**src/rtl/scratch_pkg.sv**
```systemverilog
package scratch_pkg;
  typedef struct packed {
    logic wrEn;
    logic rdEn;
  } ramStrobe_t;
endpackage

```
**src/rtl/scratch_ctrl.sv**
```systemverilog
module scratch_ctrl
  import scratch_pkg::*;
#(
  parameter int ADDR_W = 16,
  parameter int DATA_W = 8,
  parameter int RAM_DEPTH = 128,
  parameter logic [ADDR_W-1:0] DECODE_MASK = 16'hFF7F,
  parameter logic [ADDR_W-1:0] RAM_BASE = 16'h7F00,
  parameter logic [ADDR_W-1:0] KEY_BASE = 16'h7E78,
  parameter logic [DATA_W-1:0] KEY_VALUE = 8'hA3,
  localparam int IDX_W = $clog2(RAM_DEPTH)
) (
  input  logic              clk,
  input  logic              rst_n,
  input  logic [ADDR_W-1:0] cpuAddr,
  input  logic [DATA_W-1:0] cpuWrData,
  input  logic              cpuRd,
  input  logic              cpuWr,
  output ramStrobe_t        strobes,
  output logic [IDX_W-1:0]  ramIdx
);
  localparam logic [ADDR_W-1:0] RAM_SPAN_MASK = ~ADDR_W'(RAM_DEPTH - 1);
  localparam logic [ADDR_W-1:0] KEY_SPAN_MASK = ~ADDR_W'(1);

  logic [ADDR_W-1:0] maskedAddr;
  logic ramHit, keyHit, unlocked;

  assign maskedAddr = cpuAddr & DECODE_MASK;
  assign ramHit = (maskedAddr & RAM_SPAN_MASK) == RAM_BASE;
  assign keyHit = (maskedAddr & KEY_SPAN_MASK) == KEY_BASE;
  assign ramIdx = cpuAddr[IDX_W-1:0];

  always_ff @(posedge clk or negedge rst_n) begin
    if (!rst_n) unlocked <= 1'b0;
    else if (cpuWr && keyHit) unlocked <= (cpuWrData == KEY_VALUE);
  end

  always_comb begin
    strobes.wrEn = cpuWr && ramHit && unlocked;
    strobes.rdEn = cpuRd && ramHit && unlocked;
  end


  key_clear_chk: assert property (@(posedge clk) disable iff (!rst_n)
    (cpuWr && keyHit && cpuWrData != KEY_VALUE) |=> !unlocked);


  key_set_chk: assert property (@(posedge clk) disable iff (!rst_n)
    (cpuWr && keyHit && cpuWrData == KEY_VALUE) |=> unlocked);


  locked_no_write_chk: assert property (@(posedge clk) disable iff (!rst_n)
    !unlocked |-> !strobes.wrEn);
endmodule

```
**src/rtl/scratch_datapath.sv**
```systemverilog
module scratch_datapath
  import scratch_pkg::*;
#(
  parameter int DATA_W = 8,
  parameter int RAM_DEPTH = 128,
  localparam int IDX_W = $clog2(RAM_DEPTH)
) (
  input  logic              clk,
  input  logic              rst_n,
  input  ramStrobe_t        strobes,
  input  logic [IDX_W-1:0]  ramIdx,
  input  logic [DATA_W-1:0] wrData,
  output logic [DATA_W-1:0] rdData,
  output logic              rdValid
);
  logic [DATA_W-1:0] store [RAM_DEPTH];

  always_ff @(posedge clk) begin
    if (strobes.wrEn) store[ramIdx] <= wrData;
  end

  always_ff @(posedge clk or negedge rst_n) begin
    if (!rst_n) begin
      rdValid <= 1'b0;
      rdData  <= '0;
    end else if (strobes.rdEn) begin
      rdValid <= 1'b1;
      rdData  <= store[ramIdx];
    end else begin
      rdValid <= 1'b0;
      rdData  <= '0;
    end
  end


  read_latency_chk: assert property (@(posedge clk) disable iff (!rst_n)
    strobes.rdEn |=> rdValid);


  no_read_quiet_chk: assert property (@(posedge clk) disable iff (!rst_n)
    !strobes.rdEn |=> (!rdValid && rdData == '0));
endmodule

```
**src/rtl/keyed_scratch_ram.sv**
```systemverilog
module keyed_scratch_ram
  import scratch_pkg::*;
#(
  parameter int ADDR_W = 16,
  parameter int DATA_W = 8,
  parameter int RAM_DEPTH = 128,
  parameter logic [ADDR_W-1:0] DECODE_MASK = 16'hFF7F,
  parameter logic [ADDR_W-1:0] RAM_BASE = 16'h7F00,
  parameter logic [ADDR_W-1:0] KEY_BASE = 16'h7E78,
  parameter logic [DATA_W-1:0] KEY_VALUE = 8'hA3,
  localparam int IDX_W = $clog2(RAM_DEPTH)
) (
  input  logic              clk,
  input  logic              rst_n,
  input  logic [ADDR_W-1:0] cpuAddr,
  input  logic [DATA_W-1:0] cpuWrData,
  input  logic              cpuRd,
  input  logic              cpuWr,
  output logic [DATA_W-1:0] rdData,
  output logic              rdValid
);
  ramStrobe_t strobes;
  logic [IDX_W-1:0] ramIdx;

  scratch_ctrl #(
    .ADDR_W(ADDR_W), .DATA_W(DATA_W), .RAM_DEPTH(RAM_DEPTH),
    .DECODE_MASK(DECODE_MASK), .RAM_BASE(RAM_BASE),
    .KEY_BASE(KEY_BASE), .KEY_VALUE(KEY_VALUE)
  ) i_ctrl (
    .clk(clk), .rst_n(rst_n), .cpuAddr(cpuAddr), .cpuWrData(cpuWrData),
    .cpuRd(cpuRd), .cpuWr(cpuWr), .strobes(strobes), .ramIdx(ramIdx)
  );

  scratch_datapath #(
    .DATA_W(DATA_W), .RAM_DEPTH(RAM_DEPTH)
  ) i_data (
    .clk(clk), .rst_n(rst_n), .strobes(strobes), .ramIdx(ramIdx),
    .wrData(cpuWrData), .rdData(rdData), .rdValid(rdValid)
  );
endmodule

```
**config.mk**
```make
export PLATFORM = sky130hd
export DESIGN_NAME = keyed_scratch_ram
export DESIGN_NICKNAME = d
export VERILOG_FILES = /design/src/rtl/scratch_pkg.sv /design/src/rtl/scratch_ctrl.sv /design/src/rtl/scratch_datapath.sv /design/src/rtl/keyed_scratch_ram.sv
export SDC_FILE = /design/constraint.sdc
export NUM_CORES = 1
export LEC_CHECK = 0
export BUFFER_PORTS_ARGS = -buffer_cell sky130_fd_sc_hd__buf_2
export CORE_MARGIN = 2
export CORE_UTILIZATION = 50
export DETAILED_ROUTE_END_ITERATION = 7
export PLACE_DENSITY = 0.66
export SETUP_SLACK_MARGIN = 0.1
export SYNTH_ARGS = -nofsm -noshare
export SYNTH_HDL_FRONTEND = slang
export SYNTH_SLANG_ARGS = --single-unit
```
**constraint.sdc**
```tcl
create_clock -name clk -period 6.25 [get_ports clk]
set_input_delay 0 -clock clk [delete_from_list [all_inputs] [get_ports clk]]
set_output_delay 0 -clock clk [all_outputs]
set_load 0.01 [all_outputs]
```
==> run metrics <==
Hold Path Class in2reg; kind of critical path reg2reg; setup slack, reg-to-reg 2.51 ns; I/O pins 37; core area 0.0802 mm^2; Initial Util 50.2%; Slew @ Worst Pin 1.30 ns; clock power share 42.6%; WHS 0.108 ns; CP Capture Type flip-flop; commonest register cell after synthesis edfxtp_1; total internal power 11.4 mW; Yosys warning count 0; Synth cell types 78; Setup violations, final 0; mapped cell area 0.0402 mm^2; Worst Path Max Fanout 9; I/O Buffers 35; CTS Sinks 1034; global route overflow 0; skew final 0.0320 ns; Power Dens Cells 325 mW/mm^2; TritonCTS Buffers 100; number of global-route vias before repair 23600; Final nets 2470; Post-DRT Antenna Nets 0; async set-or-reset flop fraction in the synthesized netlist 0.967%; CP startpoint i_ctrl.unlocked; Sw Ratio 21.9%; sequential power share 52.0%; register clock-pin slew on the reported worst setup and hold paths 0.06 ns; commonest non-fill, non-tap cells in the layout edfxtp_1, nor2_1, nand2_1; largest net degree at the start of global routing 94; CTS tree built; share of cells above drive strength 1 14.3%; Worst slew margin 13.2%; Comb power frac 5.4%; row count 104; DR WL/cell 33.9 um; vias per cell 6.80; DP Wirelength 71000 um; maximum clock insertion buffer count 3; total track usage 29.4%; Worst-Skew Late Latency 0.68 ns; Seq cells post-synth 1034; Syn-to-layout area delta 12.0%; EDFF count, synth 1024; critical path arrival 4.02 ns; die area 0.0828 mm^2; Post-Synthesis Cells 2398; FF-to-FF Start i_ctrl.unlocked; most common cell after layout, fill and taps aside edfxtp_1; hold bufs inserted after CTS 19; Slew Viols, Final 0; Reg-to-Reg End i_data.store[97][5]; unrepaired setup endpoints after global routing no; reg2reg path depth 5; Psw 3.21 mW; outcome complete, no violations; # DRC 0; initial DRC count 4098; initial antenna violation count 6; setup bufs post-CTS 0; TNS Setup 0 ns; Mean Syn Cell Area 16.8 um^2; H-tree depth 3; Critical Path RT 6.53 ns; Post-Route WL 122000 um; Tmin final 3.74 ns; Final Hold Viols 0; Setup crit end i_data.store[97][5]; post_cts resized 0; register area share after synthesis 77.0%; fin crit share 59.8%; Layout fillers 6158; DRT Pass-1 Iters 7; Fmax 268 MHz; syn nets 2426; Clock Root Buffer clkbuf_16; Startpoint Class flip-flop; VDD IR max 0.000269 V; chip width 288 um; Max Cap Violations 0; via count 24400; gpl congestion 0.924; first-pass GRT wire length 172000 um; Pleak 14.1 nW; Die Span Y 288 um
-- registers in the layout, indices dropped and copies added, names as in the netlist --
register	cells
i_ctrl.unlocked	1
i_data.rdData	8
i_data.rdValid	1
i_data.store	1024
-- how the worst min path moves through the flow --
stage,start,slack (ns),to,depth (start not counted)
CTS,cpuAddr[3],0.08,i_data.rdData[7],4
detailed placement,rst_n,-0.10,i_ctrl.unlocked,1
floorplan,rst_n,-0.30,i_ctrl.unlocked,0
global placement,rst_n,-0.1,i_ctrl.unlocked,1
global route,cpuAddr[3],0.14,i_data.rdData[7],4
finish,cpuAddr[3],0.11,i_data.rdData[7],4
-- per-layer routing --
layer | vias to the layer above | track usage, % | wire (um)
li1 | 9903 | - | -
met1 | 12200 | 41.1 | 45100
met2 | 1902 | 43.0 | 53500
met3 | 339 | 8.01 | 16600
met4 | 6 | 13.9 | 6310
met5 | - | 0 | 34
-- power groups by stage --
| stage | sequential [mW] | combinational (mW) | clock (mW) |
|---|---|---|---|
| 2_1_floorplan | 7.77 | 0.380 | 0 |
| 6_report | 7.62 | 0.790 | 6.24 |
| 4_1_cts | 7.62 | 0.768 | 6.26 |
| 3_3_place_gp | 7.77 | 0.745 | 0 |
| 3_5_place_dp | 7.77 | 0.757 | 0 |
| 5_1_grt | 7.61 | 0.816 | 6.51 |
-- Yosys cell counts (all sizes together), types with 5 or more instances --
| library cell | n | area (um^2) |
|---|---|---|
| a211oi | 8 | 60.1 |
| a21oi | 95 | 475 |
| a221o | 24 | 240 |
| a221oi | 122 | 1070 |
| a222oi | 38 | 380 |
| a22o | 18 | 158 |
| a22oi | 105 | 788 |
| a31oi | 26 | 163 |
| a32oi | 6 | 52.6 |
| a41oi | 5 | 43.8 |
| and2 | 5 | 33.8 |
| buf | 103 | 603 |
| clkbuf | 75 | 282 |
| dfrtp | 10 | 250 |
| edfxtp | 1024 | 30700 |
| inv | 8 | 30.0 |
| mux2 | 58 | 661 |
| mux2i | 64 | 641 |
| mux4 | 26 | 586 |
| nand2 | 147 | 552 |
| nand2b | 6 | 37.5 |
| nand3 | 7 | 35.0 |
| nand4 | 6 | 37.5 |
| nor2 | 184 | 691 |
| nor2b | 14 | 95.1 |
| nor3 | 13 | 70.1 |
| o2111ai | 5 | 43.8 |
| o211ai | 7 | 52.6 |
| o21ai | 52 | 260 |
| o221a | 5 | 56.3 |
| o221ai | 16 | 140 |
| o22a | 6 | 52.6 |
| o22ai | 38 | 238 |
| o2bb2ai | 6 | 52.6 |
-- cells by family after synthesis --
family / share of synthesized area (%)
flops: 77.0
compound gates: 11.7
simple gates: 4.36
buf+inv: 2.28
mux: 4.69
-- final cells by class --
cell class / count / area (um^2) / share of cell area [%]
clock inverters: 68 / 768 / 1.70
inverters: 9 / 35.0 / 0.0777
clock buffers: 117 / 2610 / 5.79
flip-flops and latches: 1034 / 31000 / 68.8
diodes: 1 / 2.50 / 0.00555
well taps: 1060 / 1330 / 2.94
repair buffers: 120 / 940 / 2.08
multi-input cells: 1177 / 8390 / 18.6
-- through the flow --
stage	cell area [um^2]	total power, mW	setup slack [ns]	util, %	instances
2_1_floorplan	40200	8.15	3.99	-	2398
3_3_place_gp	41500	8.51	2.43	51.8	3380
5_1_grt	45100	14.9	2.56	56.2	3586
4_1_cts	45100	14.6	2.83	56.2	3584
6_report	45100	14.6	2.51	56.2	3586
3_5_place_dp	41500	8.52	2.46	51.8	3380
-- critical path, stage by stage (launching register included) --
cell	delay [ns]
dfrtp_1	0.36
nand2_1	0.07
nor2_1	0.73
nand2_1	0.88
buf_4	0.49
nor2_1	0.80
Note: power is estimated with default switching activity, not from simulation.
